`src/rtl/mem_lane_aligner.sv`:
```
module mem_lane_aligner #(
  parameter int RW = 16,
  parameter int XW = 8
) (
  input  logic            clk,
  input  logic            rst_n,
  input  logic            rd_en,
  input  logic            wr_en,
  input  logic            ref_pm,
  input  logic            bank_wide,
  input  logic            single_form,
  input  logic [RW+XW-1:0] rd_data,
  input  logic [RW-1:0]   st_data,
  output logic            reg_wr_en,
  output logic [RW-1:0]   reg_wr_val,
  output logic [XW-1:0]   ext_q,
  output logic [RW+XW-1:0] mem_wr_data,
  output logic [(RW+XW)/8-1:0] mem_wr_lanes
);
  localparam int MW = RW + XW;
  localparam int NL = MW / 8;
  localparam int NARROW_LANES = RW / 8;

  logic on_pm_bus, dual_rd, ext_cap, ext_clr;

  assign on_pm_bus = ref_pm & ~single_form;
  assign dual_rd   = rd_en & ~single_form;
  assign ext_cap   = dual_rd & on_pm_bus & bank_wide;
  assign ext_clr   = dual_rd & (on_pm_bus ^ bank_wide);

  assign reg_wr_en  = rd_en;
  assign reg_wr_val = !rd_en ? '0 :
                      bank_wide ? rd_data[MW-1:XW] : rd_data[RW-1:0];

  always_ff @(posedge clk or negedge rst_n) begin
    if (!rst_n)       ext_q <= '0;
    else if (ext_cap) ext_q <= rd_data[XW-1:0];
    else if (ext_clr) ext_q <= '0;
  end

  assign mem_wr_data = !wr_en ? '0 :
                       bank_wide ? {st_data, {XW{1'b0}}} : {{XW{1'b0}}, st_data};

  for (genvar k = 0; k < NL; k++) begin : g_lane
    assign mem_wr_lanes[k] = wr_en & (bank_wide | (k < NARROW_LANES));
  end
endmodule


```
`config.mk`:
```
export PLATFORM = sky130hd
export DESIGN_NAME = mem_lane_aligner
export DESIGN_NICKNAME = d
export VERILOG_FILES = /design/src/rtl/mem_lane_aligner.sv
export SDC_FILE = /design/constraint.sdc
export NUM_CORES = 1
export LEC_CHECK = 0
export BUFFER_PORTS_ARGS = -buffer_cell sky130_fd_sc_hd__buf_4
export CORE_ASPECT_RATIO = 0.5
export CORE_MARGIN = 10
export CORE_UTILIZATION = 30
export DETAILED_ROUTE_END_ITERATION = 10
export PLACE_DENSITY_LB_ADDON = 0.08
export SLEW_MARGIN = 20
export SYNTH_ARGS = -nofsm -noshare
export SYNTH_HDL_FRONTEND = slang
export SYNTH_SLANG_ARGS = --single-unit
```
`constraint.sdc`:
```
create_clock -name clk -period 0.95 [get_ports clk]
set_clock_uncertainty 0.1 [all_clocks]
set_input_delay 0.19 -clock clk [delete_from_list [all_inputs] [get_ports clk]]
set_output_delay 0.19 -clock clk [all_outputs]
set_load 0.01 [all_outputs]
```
==> results of run 1 <==
cells in the mapped netlist:
master,instances
nor2b_1,25
clkbuf_1,2
o21ai_1,1
and2_1,9
nor2b_4,1
and3_4,1
buf_2,1
and3_1,8
buf_4,5
dfrtp_1,8
buf_6,2
a22o_1,8
mux2i_1,24
what timing repair did:
action / 4_1_cts / 5_1_grt
gates resized for setup: 29 / 13
endpoints found under the hold margin: 8 / 0
setup endpoints to repair: 51 / 59
pin swaps: 3 / 7
gates cloned: 3 / 1
buffers inserted: 2 / 1
hold buffers: 1 / 0
layout make-up:
cell class | count | area [um2] | share of cell area
tap | 37 | 46.29 | 0.02373
timing repair buffer | 110 | 1036 | 0.5311
sequential | 8 | 200.2 | 0.1026
clock buffer | 3 | 41.29 | 0.02117
multi-input combinational | 77 | 626.9 | 0.3214
layer usage:
metal	vias up	routed length (um)
met5	-	0
met4	0	8
met3	2	421
met2	41	2239
met1	494	1477
li1	543	-
metrics by stage:
step                std cells  hold slack (ns)  TNS [ns]
detailed placement        224         -0.08894    -12.41
CTS                       233           0.1140    -6.778
global placement          224         -0.09056    -11.94
finish                    235           0.1055    -7.183
floorplan                  95          -0.2056    -2.969
global route              235           0.1222    -8.953
worst paths after layout:
check,from,end,slack [ns]
worst max-delay path,bank_wide,mem_wr_data[15],-0.25
worst min-delay path,rd_data[0],ext_q[0]$_DFFE_PN0P_,0.11
worst max register to register,ext_q[5]$_DFFE_PN0P_,ext_q[5]$_DFFE_PN0P_,0
worst min register to register,ext_q[4]$_DFFE_PN0P_,ext_q[4]$_DFFE_PN0P_,0.42
max in group asynchronous,rst_n,ext_q[0]$_DFFE_PN0P_,0.42
min in group asynchronous,rst_n,ext_q[4]$_DFFE_PN0P_,0.21
layout by cell type, fill, tap and decap left out, drive strengths merged:
master / synthesis / layout
o21ai: 1 / 1
mux2i: 24 / 24
buf: 8 / 108
and3: 9 / 9
nor2b: 26 / 26
dlygate4sd3: 0 / 1
dfrtp: 8 / 8
and2: 9 / 9
clkbuf: 2 / 4
a22o: 8 / 8
cells by family after synthesis:
kind of cell,synth area share
buf+inv,0.08286
mux,0.2743
flops,0.2286
simple gates,0.3286
compound gates,0.08571
worst max-delay path, delay by kind of cell:
kind                   cells  cell delay [ns]
buffers and inverters      3             0.43
AND/OR/NAND/NOR            1             0.08
multiplexers               1             0.22
report_power, final:
part	switching, mW	total (mW)	internal [mW]	leakage (nW)
clock network	0.139	0.413	0.275	0.0216
registers	0.0281	0.403	0.375	0.107
logic	0.324	0.851	0.527	0.938
==> insert_results.sql, run 1 <==
INSERT INTO impl_metrics (metric_group, metric, value, unit) VALUES
('status', 'run_status', 'finished with violations', ''),
('status', 'violated_checks', 'negative setup slack', ''),
('sta', 'setup_viol_count_final', '57', ''),
('setup_path', 'cpMaxStageDelayCell', 'mux2i_1', ''),
('die', 'start_util', '0.3263', ''),
('logic_synthesis', 'synth_top_area_share', '0.2743', ''),
('setup_path', 'cp_cell_sequence', 'buf_12, buf_16, mux2i_1, nor2b_1, buf_4', ''),
('global_route', 'globalRouteMet3Util', '0.05392', ''),
('cells_and_area', 'number_of_inserted_diodes', '0', ''),
('logic_synthesis', 'synth_nets', '142', ''),
('global_route', 'first_pass_grt_wire_length', '5.906', 'mm'),
('die', 'die_span_in_y', '58.21', 'um'),
('cts', 'cts_tree', 'built', ''),
('die', 'die_area', '5612', 'um2'),
('detailed_routing', 'route.vias.total', '1080', ''),
('global_route', 'grt_antenna_before_repair', '0', ''),
('pwr', 'post-layout-total-power', '1.668', 'mW'),
('cells_and_area', 'synthToLayoutAreaGrowth', '122.7', '%'),
('die', 'design.portCount', '99', ''),
('cts', 'ctsLongestPathBuffers', '2', ''),
('pwr', 'irDropWorstVdd', '0.8729', 'mV'),
('sta', 'final_critical_delay_including_setup_and_external_delays', '1.199', 'ns'),
('logic_synthesis', 'cell_accounting_for_the_most_synthesized_area', 'mux2i_1', ''),
('run', 'drv_cap', '0', ''),
('cells_and_area', 'reg.largest.list', 'ext_q x8', ''),
('cells_and_area', 'proportion_of_layout_cells_with_a_drive_suffix_above_1', '0.6111', ''),
('sta', 'maxSlewViolCount', '0', ''),
('setup_path', 'critPathKind', 'input pin to output port', ''),
('sta', 'worst-slew-pin-transition', '0.1627', 'ns'),
('cts', 'ctsHtreeMaxLevel', '1', ''),
('global_route', 'grtUsageTotal', '0.1311', ''),
('cells_and_area', 'final.fill_count', '221', ''),
('setup_path', 'cp_max_fo', '16', ''),
('die', 'core_region_area', '2684', 'um2'),
('cells_and_area', 'fin_area', '1951', 'um2'),
('cells_and_area', 'postLayoutCoreUtil', '0.7268', ''),
('global_route', 'use_met2', '0.2602', ''),
('setup_path', 'r2r_cells', '2', ''),
('sta', 'postLayoutSetupSlackWorst', '-0.2490', 'ns'),
('logic_synthesis', 'average_cell_area_after_synthesis', '9.219', 'um2'),
('logic_synthesis', 'synth_warn', '0', ''),
('logic_synthesis', 'yosys.cell_types.count', '13', ''),
('detailed_routing', 'number_of_drc_violations_after_detailed_routing_iteration_0', '27', ''),
('placed_design', 'dp.final_hpwl', '3.083', 'mm'),
('cts', 'cts_buffer_count', '3', ''),
('sta', 'unrepaired_setup_endpoints_after_global_routing', 'true', ''),
('placed_design', 'finalWeightedCongestion', '0.7830', ''),
('logic_synthesis', 'syn_area', '875.8', 'um2'),
('global_route', 'grt_remaining_overflow', '0', ''),
('setup_path', 'worst_setup_path_end_kind', 'output port', ''),
('detailed_routing', 'first_pass_iters', '4', ''),
('pwr', 'pwr_density_cell', '855.2', 'nW/um2'),
('cts', 'clkLatencyLatePin', '0.23', 'ns'),
('detailed_routing', 'post-route-drc-count', '0', ''),
('die', 'core.rowCount', '13', ''),
('pwr', 'power_leakage', '1.067', 'nW'),
('detailed_routing', 'post_drt_wl_per_cell', '17.64', 'um'),
('die', 'die_w', '96.41', 'um'),
('global_route', 'grt_util_met1', '0.1256', ''),
('detailed_routing', 'route.detailed.vias_per_inst', '4.596', ''),
('placed_design', 'post-place-ws', '-0.3744', 'ns'),
('detailed_routing', 'detail_route.wirelength', '4.146', 'mm'),
('logic_synthesis', 'seq_area_frac_synth', '0.2286', ''),
('cells_and_area', 'finish.net_count', '247', ''),
('cells_and_area', 'largest_register_ffs', '8', ''),
('placed_design', 'port_buffer_count', '98', ''),
('setup_path', 'timing.critical_path.from_type', 'input pin', ''),
('setup_path', 'critical-path-max-stage-delay', '0.22', 'ns'),
('sta', 'max_clock_freq', '834.0', 'MHz'),
('cts', 'root_buffer', 'clkbuf_8', ''),
('global_route', 'grt.busiest_layer', 'met2', '');
No activity file was read; power rests on OpenSTA's default activity.
==> inputs of run 2 (changes only) <==
--- a/config.mk
+++ b/config.mk
@@ -5,12 +5,14 @@
 export SDC_FILE = /design/constraint.sdc
 export NUM_CORES = 1
 export LEC_CHECK = 0
+export ABC_AREA = 1
 export BUFFER_PORTS_ARGS = -buffer_cell sky130_fd_sc_hd__buf_4
 export CORE_ASPECT_RATIO = 0.5
 export CORE_MARGIN = 10
 export CORE_UTILIZATION = 30
 export DETAILED_ROUTE_END_ITERATION = 10
 export PLACE_DENSITY_LB_ADDON = 0.08
+export SETUP_SLACK_MARGIN = 0.5
 export SLEW_MARGIN = 20
 export SYNTH_ARGS = -nofsm -noshare
 export SYNTH_HDL_FRONTEND = slang
==> insert_results.sql, run 2 <==
INSERT INTO impl_metrics (metric_group, metric, value, unit) VALUES
('cells_and_area', 'postLayoutCoreUtil', '0.9364', ''),
('cells_and_area', 'number_of_inserted_diodes', '0', ''),
('logic_synthesis', 'synth_warn', '0', ''),
('cts', 'clkLatencyLatePin', '0.23', 'ns'),
('cts', 'cts_buffer_count', '3', ''),
('global_route', 'grt_pass1_vias', '1428', ''),
('cts', 'cts_sinks', '8', ''),
('logic_synthesis', 'synth.top_cells.by_count', 'nor2_1, inv_1, nand2_1', ''),
('pwr', 'pwr_density_cell', '832.9', 'nW/um2'),
('die', 'die_span_in_y', '57.38', 'um'),
('sta', 'finalHoldWorstSlack', '-0.3287', 'ns'),
('logic_synthesis', 'post_synth_edffs', '0', ''),
('sta', 'setup_viol_count_final', '49', ''),
('placed_design', 'port_buffer_count', '98', ''),
('logic_synthesis', 'ffs_latches_synth', '8', ''),
('status', 'run_status', 'finished with violations', ''),
('setup_path', 'worstReg2RegStart', 'ext_q[2]$_DFFE_PN0P_', ''),
('cts', 'ctsLongestPathBuffers', '2', ''),
('detailed_routing', 'post-route-drc-count', '0', ''),
('detailed_routing', 'first_pass_iters', '4', ''),
('sta', 'postLayoutSetupSlackWorst', '-0.2753', 'ns'),
('setup_path', 'critPathKind', 'input pin to output port', ''),
('setup_path', 'worstReg2RegEnd', 'ext_q[2]$_DFFE_PN0P_', ''),
('die', 'core_region_area', '2635', 'um2'),
('pwr', 'power_leakage', '1.229', 'nW'),
('cells_and_area', 'synthToLayoutAreaGrowth', '194.3', '%'),
('placed_design', 'dp.final_hpwl', '3.451', 'mm'),
('detailed_routing', 'route.vias.total', '1592', ''),
('die', 'design.portCount', '99', ''),
('logic_synthesis', 'yosys.cell_types.count', '16', ''),
('setup_path', 'worst_setup_path_end_kind', 'output port', ''),
('setup_path', 'timing.critical_path.from_type', 'input pin', ''),
('die', 'die_area', '5437', 'um2'),
('cells_and_area', 'proportion_of_layout_cells_with_a_drive_suffix_above_1', '0.8130', ''),
('setup_path', 'data_required_time_of_the_worst_path', '0.66', 'ns'),
('sta', 'max-slew-margin-rel', '0.8530', ''),
('logic_synthesis', 'cell_accounting_for_the_most_synthesized_area', 'dfrtp_1', ''),
('status', 'violated_checks', 'negative hold slack, negative setup slack', ''),
('detailed_routing', 'route.detailed.vias_per_inst', '5.324', ''),
('logic_synthesis', 'seq_area_frac_synth', '0.2388', ''),
('die', 'start_util', '0.3181', ''),
('cts', 'cts_tree', 'built', ''),
('sta', 'report.final.hold_viol_count', '8', ''),
('cells_and_area', 'final_common_cell', 'buf_4', ''),
('logic_synthesis', 'synth_nets', '187', ''),
('logic_synthesis', 'asyncSetResetFlopFracSynth', '1.000', ''),
('detailed_routing', 'post_drt_wl_per_cell', '21.88', 'um'),
('sta', 'worst-slew-pin-transition', '0.2190', 'ns'),
('placed_design', 'placed_cells', '282', ''),
('die', 'die_w', '94.76', 'um'),
('die', 'core.rowCount', '13', ''),
('hold_path', 'timing.hold.worst.class', 'input pin to async pin', ''),
('placed_design', 'post-place-ws', '-0.2758', 'ns'),
('sta', 'max_clock_freq', '816.1', 'MHz'),
('setup_path', 'r2r_cells', '4', ''),
('logic_synthesis', 'syn_area', '838.3', 'um2'),
('logic_synthesis', 'synth_ff_type', 'dfrtp_1', ''),
('global_route', 'maximum_number_of_pins_on_one_net_before_global_route_repair', '19', ''),
('setup_path', 'r2r_slack', '0.02', 'ns'),
('cells_and_area', 'final.fill_count', '77', ''),
('detailed_routing', 'number_of_drc_violations_after_detailed_routing_iteration_0', '78', ''),
('run', 'drv_cap', '0', ''),
('global_route', 'first_pass_grt_wire_length', '6.803', 'mm'),
('cells_and_area', 'finish.cell_count_without_fillers', '299', ''),
('detailed_routing', 'detail_route.wirelength', '6.543', 'mm'),
('global_route', 'grt_antenna_before_repair', '0', ''),
('cts', 'root_buffer', 'clkbuf_8', ''),
('logic_synthesis', 'synth_top_area_share', '0.2388', ''),
('cells_and_area', 'top_register', 'ext_q', ''),
('logic_synthesis', 'yosys.cell_count.top_type', 'nor2_1', ''),
('detailed_routing', 'postRouteAntennaNets', '0', ''),
('logic_synthesis', 'post_synth_inst_count', '140', ''),
('sta', 'unrepaired_setup_endpoints_after_global_routing', 'true', ''),
('logic_synthesis', 'average_cell_area_after_synthesis', '5.988', 'um2'),
('sta', 'maxSlewViolCount', '0', ''),
('logic_synthesis', 'ys_top_cells_by_area', 'dfrtp_1, nor2_1, o21ai_0', ''),
('cells_and_area', 'finish.net_count', '311', ''),
('setup_path', 'worstPathArrival', '0.94', 'ns'),
('cts', 'ctsHtreeMaxLevel', '1', ''),
('global_route', 'grtUsageTotal', '0.1517', ''),
('cells_and_area', 'reg.largest.list', 'ext_q x8', ''),
('global_route', 'grt_remaining_overflow', '0', ''),
('sta', 'final_critical_delay_including_setup_and_external_delays', '1.225', 'ns'),
('cells_and_area', 'largest_register_ffs', '8', ''),
('cells_and_area', 'mostFrequentLayoutCells', 'buf_4, buf_6, nor2_2', ''),
('placed_design', 'finalWeightedCongestion', '0.7371', ''),
('pwr', 'irDropWorstVdd', '0.7535', 'mV'),
('setup_path', 'cp_max_fo', '17', ''),
('sta', 'timing.final.crit_share', '1.290', ''),
('cts', 'clkTransAtPathRegs', '0.04', 'ns');
-- run 2: metrics by stage --
step	setup TNS (ns)	power (mW)	cell area, um2	hold WS (ns)
after CTS	-4.857	1.809	2203	-0.3304
final	-6.128	2.055	2467	-0.3287
after detailed placement	-8.169	1.244	1869	-0.09158
after global routing	-7.017	2.148	2467	-0.3287
after global placement	-7.727	1.232	1869	-0.09289
after floorplan	-1.008	0.7889	1041	-0.2056
-- run 2: how the worst max path moves through the flow --
stage,depth (start not counted),from,slack [ns],end
detailed placement,5,bank_wide,-0.28,reg_wr_val[1]
floorplan,5,bank_wide,-0.05,mem_wr_data[1]
global route,5,bank_wide,-0.29,reg_wr_val[10]
global placement,5,bank_wide,-0.24,reg_wr_val[7]
CTS,5,bank_wide,-0.14,reg_wr_val[0]
finish,5,bank_wide,-0.28,reg_wr_val[10]
-- run 2: area by class of cell --
| type | instances | area (um2) | share of cell area |
|---|---|---|---|
| timing repair buffer | 126 | 1217 | 0.4934 |
| sequential | 8 | 200.2 | 0.08114 |
| multi-input combinational | 104 | 863.3 | 0.3499 |
| tap | 37 | 46.29 | 0.01876 |
| inverter | 21 | 98.84 | 0.04006 |
| clock buffer | 3 | 41.29 | 0.01673 |
-- run 2: where the power goes --
part	total, mW	switching (mW)	internal, mW
clock	0.413	0.138	0.275
combinational	1.23	0.584	0.651
sequential	0.407	0.0321	0.375
-- run 2: timing repair --
action / 4_1_cts / 5_1_grt
resized for setup: 74 / 49
hold endpoints to repair: 8 / 8
cloned: 2 / 2
pin swaps: 6 / 4
endpoints found under the setup margin: 60 / 60
buffers inserted: 4 / 6
-- run 2: cells by family (layout without fill, tap and decap cells) --
family / after synthesis / count (layout) / share of synthesized area
AND/OR/NAND/NOR: 78 / 80 / 0.4075
buffers and inverters: 30 / 150 / 0.1910
AO/OA/AOI/OAI: 24 / 24 / 0.1627
flip-flops: 8 / 8 / 0.2388
-- run 2: critical path, stage by stage --
cell	delay (ns)
buf_12	0.12
buf_12	0.15
o21ai_1	0.22
nor2_1	0.09
buf_4	0.15
-- run 2: metal layers --
layer	GRT usage	vias up	part of all wire
met3	0.09257	24	0.12
met1	0.1279	768	0.32
met4	0.01907	0	0.034
met2	0.3045	110	0.52
met5	0	-	0
li1	-	690	-
==> inputs of run 3 (changes only) <==
--- a/config.mk
+++ b/config.mk
@@ -7,7 +7,6 @@
 export LEC_CHECK = 0
 export ABC_AREA = 1
 export BUFFER_PORTS_ARGS = -buffer_cell sky130_fd_sc_hd__buf_4
-export CORE_ASPECT_RATIO = 0.5
 export CORE_MARGIN = 10
 export CORE_UTILIZATION = 30
 export DETAILED_ROUTE_END_ITERATION = 10
==> insert_results.sql, run 3 <==
INSERT INTO impl_metrics (metric_group, metric, value, unit) VALUES
('cts', 'root_buffer', 'clkbuf_4', ''),
('cts', 'ctsHtreeMaxLevel', '1', ''),
('global_route', 'maximum_number_of_pins_on_one_net_before_global_route_repair', '19', ''),
('status', 'error', '[ERROR DPL-0033] detailed placement checks failed during check placement.', ''),
('logic_synthesis', 'synthSimpleGateAreaFrac', '0.4075', ''),
('logic_synthesis', 'synth_top_area_share', '0.2388', ''),
('die', 'start_util', '0.3093', ''),
('logic_synthesis', 'post_synth_inst_count', '140', ''),
('die', 'design.portCount', '99', ''),
('sta', 'worstEndpointType', 'primary output', ''),
('placed_design', 'dp.final_hpwl', '3.544', 'mm'),
('global_route', 'grt_antenna_before_repair', '0', ''),
('placed_design', 'port_buffer_count', '98', ''),
('sta', 'worstEndpointGrtRepair', 'reg_wr_val[12]', ''),
('die', 'die_span_in_y', '72.86', 'um'),
('logic_synthesis', 'post_synth_edffs', '0', ''),
('die', 'core.rowCount', '19', ''),
('logic_synthesis', 'synth.top_cells.by_count', 'nor2_1, inv_1, nand2_1', ''),
('logic_synthesis', 'yosys.cell_count.top_type', 'nor2_1', ''),
('logic_synthesis', 'syn_area', '838.3', 'um2'),
('cts', 'ctsLongestPathBuffers', '2', ''),
('logic_synthesis', 'largest_family_of_logic_cells_by_synthesized_area', 'simple AND/OR/NAND/NOR gates', ''),
('logic_synthesis', 'synth_mux_area_frac', '0', ''),
('cts', 'cts_sinks', '8', ''),
('logic_synthesis', 'compound_gate_portion_of_the_synthesized_area', '0.1627', ''),
('logic_synthesis', 'yosys.cell_types.count', '16', ''),
('cts', 'cts_buffer_count', '3', ''),
('logic_synthesis', 'seq_area_frac_synth', '0.2388', ''),
('logic_synthesis', 'synth_warn', '0', ''),
('logic_synthesis', 'ys_top_cells_by_area', 'dfrtp_1, nor2_1, o21ai_0', ''),
('status', 'run_status', 'did not finish', ''),
('die', 'die_w', '72.86', 'um'),
('logic_synthesis', 'synth_ff_type', 'dfrtp_1', ''),
('logic_synthesis', 'asyncSetResetFlopFracSynth', '1.000', ''),
('logic_synthesis', 'synth_nets', '187', ''),
('placed_design', 'finalWeightedCongestion', '0.8565', ''),
('logic_synthesis', 'average_cell_area_after_synthesis', '5.988', 'um2'),
('logic_synthesis', 'cell_accounting_for_the_most_synthesized_area', 'dfrtp_1', ''),
('logic_synthesis', 'yosys.area_share.adder', '0', ''),
('logic_synthesis', 'synth-xor-area-share', '0', ''),
('logic_synthesis', 'ffs_latches_synth', '8', ''),
('placed_design', 'post-place-ws', '-0.2807', 'ns'),
('status', 'outcome.stop_stage', '5_1_grt', '');
## run 3: cell counts after synthesis
Identical to the previous run, type by type.
## run 3: cell families after synthesis
kind of cell / count (synthesis)
compound gates: 24
buf+inv: 30
flops: 8
simple gates: 78
## run 3: metrics by stage
step                instance area [um2]  instances  utilization  hold WS [ns]  setup TNS [ns]
CTS                                2422        287       0.8938       -0.3615          -4.964
detailed placement                 1842        275       0.6796      -0.08699          -9.426
floorplan                          1041        140            -       -0.2056          -1.008
global placement                   1842        275       0.6796      -0.09115          -8.880
## run 3: timing repair
action,CTS
cloned,6
setup buffers,3
pin swaps,25
setup endpoints to repair,60
resized for setup,126
hold endpoints to repair,8
==> inputs of run 4 (changes only) <==
--- a/config.mk
+++ b/config.mk
@@ -7,11 +7,10 @@
 export LEC_CHECK = 0
 export ABC_AREA = 1
 export BUFFER_PORTS_ARGS = -buffer_cell sky130_fd_sc_hd__buf_4
-export CORE_MARGIN = 10
-export CORE_UTILIZATION = 30
+export CORE_AREA = 10 10 71 73
 export DETAILED_ROUTE_END_ITERATION = 10
-export PLACE_DENSITY_LB_ADDON = 0.08
-export SETUP_SLACK_MARGIN = 0.5
+export DIE_AREA = 0 0 81 83
+export PLACE_DENSITY_LB_ADDON = 0.15
 export SLEW_MARGIN = 20
 export SYNTH_ARGS = -nofsm -noshare
 export SYNTH_HDL_FRONTEND = slang
==> constraint.sdc (replaced) <==
create_clock -name clk -period 1.23 [get_ports clk]
set_clock_uncertainty 0.1 [all_clocks]
set_input_delay 0.246 -clock clk [delete_from_list [all_inputs] [get_ports clk]]
set_output_delay 0.246 -clock clk [all_outputs]
set_load 0.01 [all_outputs]
==> insert_results.sql, run 4 (synthesized netlist as in run 2, its figures left out) <==
INSERT INTO impl_metrics (metric_group, metric, value, unit) VALUES
('cells_and_area', 'mostFrequentLayoutCells', 'buf_4, nor2_1, inv_1', ''),
('pwr', 'post-layout-total-power', '1.189', 'mW'),
('sta', 'final_critical_delay_including_setup_and_external_delays', '1.222', 'ns'),
('run', 'drv_cap', '0', ''),
('detailed_routing', 'number_of_drc_violations_after_detailed_routing_iteration_0', '26', ''),
('cells_and_area', 'reg.largest.list', 'ext_q x8', ''),
('setup_path', 'critPathKind', 'input pin to output port', ''),
('detailed_routing', 'route.vias.total', '1190', ''),
('cts', 'clkLatencyLatePin', '0.23', 'ns'),
('cells_and_area', 'largest_register_ffs', '8', ''),
('setup_path', 'data_required_time_of_the_worst_path', '0.88', 'ns'),
('setup_path', 'worstPathArrival', '0.88', 'ns'),
('pwr', 'power_leakage', '1.008', 'nW'),
('die', 'start_util', '0.2307', ''),
('setup_path', 'worst_setup_path_end_kind', 'output port', ''),
('sta', 'finalHoldWorstSlack', '0.1622', 'ns'),
('detailed_routing', 'met2_wirelength', '1.886', 'mm'),
('pwr', 'switching_share', '0.3254', ''),
('pwr', 'pwr_density_cell', '696.3', 'nW/um2'),
('sta', 'max-slew-margin-rel', '0.8371', ''),
('hold_path', 'timing.hold.worst.class', 'input pin to register', ''),
('detailed_routing', 'met1_length', '1.519', 'mm'),
('cts', 'ctsHtreeMaxLevel', '1', ''),
('sta', 'timing.final.crit_share', '0.9937', ''),
('die', 'core.rowCount', '22', ''),
('sta', 'worst-slew-pin-transition', '0.2441', 'ns'),
('cells_and_area', 'postLayoutCoreUtil', '0.4700', ''),
('sta', 'report.final.hold_viol_count', '0', ''),
('cts', 'root_buffer', 'clkbuf_8', ''),
('placed_design', 'finalWeightedCongestion', '0.7125', ''),
('global_route', 'grt_antenna_before_repair', '0', ''),
('detailed_routing', 'route.detailed.vias_per_inst', '4.190', ''),
('cells_and_area', 'final_common_cell', 'buf_4', ''),
('cts', 'clkTransAtPathRegs', '0.04', 'ns'),
('cells_and_area', 'top_register', 'ext_q', ''),
('cells_and_area', 'finish.net_count', '285', ''),
('pwr', 'power.share.combinational', '0.479', ''),
('placed_design', 'post-place-ws', '-0.06636', 'ns'),
('pwr', 'netSwitchingPower', '387.0', 'uW'),
('pwr', 'p_clk_frac', '0.266', ''),
('sta', 'postLayoutSetupSlackWorst', '0.007703', 'ns'),
('status', 'run_status', 'finished, final reports clean', ''),
('pwr', 'seqPwrFrac', '0.255', ''),
('global_route', 'first_pass_grt_wire_length', '6.023', 'mm'),
('cts', 'cts_sinks', '8', ''),
('pwr', 'p_int', '802.1', 'uW'),
('global_route', 'grt_remaining_overflow', '0', ''),
('global_route', 'grt_pass1_vias', '1256', ''),
('die', 'core_region_area', '3633', 'um2'),
('cells_and_area', 'synthToLayoutAreaGrowth', '103.7', '%'),
('pwr', 'irDropWorstVdd', '0.2418', 'mV'),
('die', 'die_span_in_y', '83', 'um'),
('detailed_routing', 'post_drt_wl_per_cell', '13.85', 'um'),
('cts', 'cts_buffer_count', '3', ''),
('setup_path', 'cp_max_fo', '16', ''),
('global_route', 'maximum_number_of_pins_on_one_net_before_global_route_repair', '19', ''),
('placed_design', 'dp.final_hpwl', '3.340', 'mm'),
('placed_design', 'port_buffer_count', '98', ''),
('global_route', 'grtUsageTotal', '0.1092', ''),
('die', 'die_area', '6723', 'um2'),
('detailed_routing', 'post-route-drc-count', '0', ''),
('sta', 'max_clock_freq', '818.1', 'MHz'),
('placed_design', 'placement.cell_area', '1595', 'um2'),
('cts', 'ctsLongestPathBuffers', '2', ''),
('cells_and_area', 'finish.cell_count_without_fillers', '284', ''),
('die', 'design.portCount', '99', ''),
('die', 'die_w', '81', 'um'),
('sta', 'unrepaired_setup_endpoints_after_global_routing', 'true', ''),
('sta', 'fin_setup_tns', '0', 'ns'),
('detailed_routing', 'wl_met3', '511', 'um'),
('detailed_routing', 'detail_route.wirelength', '3.933', 'mm'),
('cts', 'post_cts_buffers', '0', ''),
('detailed_routing', 'routed.top_layer', 'met4', ''),
('detailed_routing', 'first_pass_iters', '4', ''),
('setup_path', 'timing.critical_path.from_type', 'input pin', ''),
('cells_and_area', 'fin_area', '1708', 'um2'),
('sta', 'setup_viol_count_final', '0', ''),
('placed_design', 'placed_cells', '280', ''),
('sta', 'maxSlewViolCount', '0', ''),
('detailed_routing', 'postRouteAntennaNets', '0', ''),
('cells_and_area', 'proportion_of_layout_cells_with_a_drive_suffix_above_1', '0.5000', ''),
('cts', 'cts_tree', 'built', ''),
('cells_and_area', 'number_of_inserted_diodes', '0', '');
==> run 4: worst paths after layout <==
path / start / to / slack, ns / cells after the start
setup / recovery: bank_wide / mem_wr_data[9] / 0.008 / 5
hold / removal: rd_data[6] / ext_q[6]$_DFFE_PN0P_ / 0.16 / 3
setup reg to reg: ext_q[0]$_DFFE_PN0P_ / ext_q[0]$_DFFE_PN0P_ / 0.53 / 2
hold reg to reg: ext_q[2]$_DFFE_PN0P_ / ext_q[2]$_DFFE_PN0P_ / 0.37 / 2
max in group asynchronous: rst_n / ext_q[1]$_DFFE_PN0P_ / 0.63 / 2
min in group asynchronous: rst_n / ext_q[7]$_DFFE_PN0P_ / 0.27 / 2
==> run 4: layout make-up <==
cell class / count / area, um2
repair buffers: 102 / 797.0
fillers: 408 / 1926
multi-input cells: 102 / 523.0
flip-flops and latches: 8 / 200.2
clock buffers: 3 / 41.29
well taps: 48 / 60.06
inverters: 21 / 86.33
==> run 4: power groups by stage <==
stage / combinational (mW) / sequential, mW / clock (mW)
floorplan: 0.216 / 0.318 / 0
global placement: 0.550 / 0.307 / 0
detailed placement: 0.550 / 0.307 / 0
CTS: 0.562 / 0.303 / 0.325
global route: 0.626 / 0.307 / 0.333
finish: 0.569 / 0.303 / 0.317
==> run 4: critical path, stage by stage <==
cell and delay (ns):
buf_12 0.13, inv_8 0.08, nand2_4 0.12, o22ai_1 0.14, buf_4 0.15
==> run 4: metal layers <==
layer,up-vias,GRT usage
li1,627,-
met1,507,0.1146
met2,54,0.1823
met3,2,0.06358
met4,0,0.02347
met5,-,0
==> run 4: timing repair <==
action / 4_1_cts / 5_1_grt
cloned: 0 / 0
setup endpoints to repair: 27 / 23
pin swaps: 0 / 4
gates resized for setup: 7 / 9
hold buffers: 1 / 0
endpoints found under the hold margin: 8 / 0
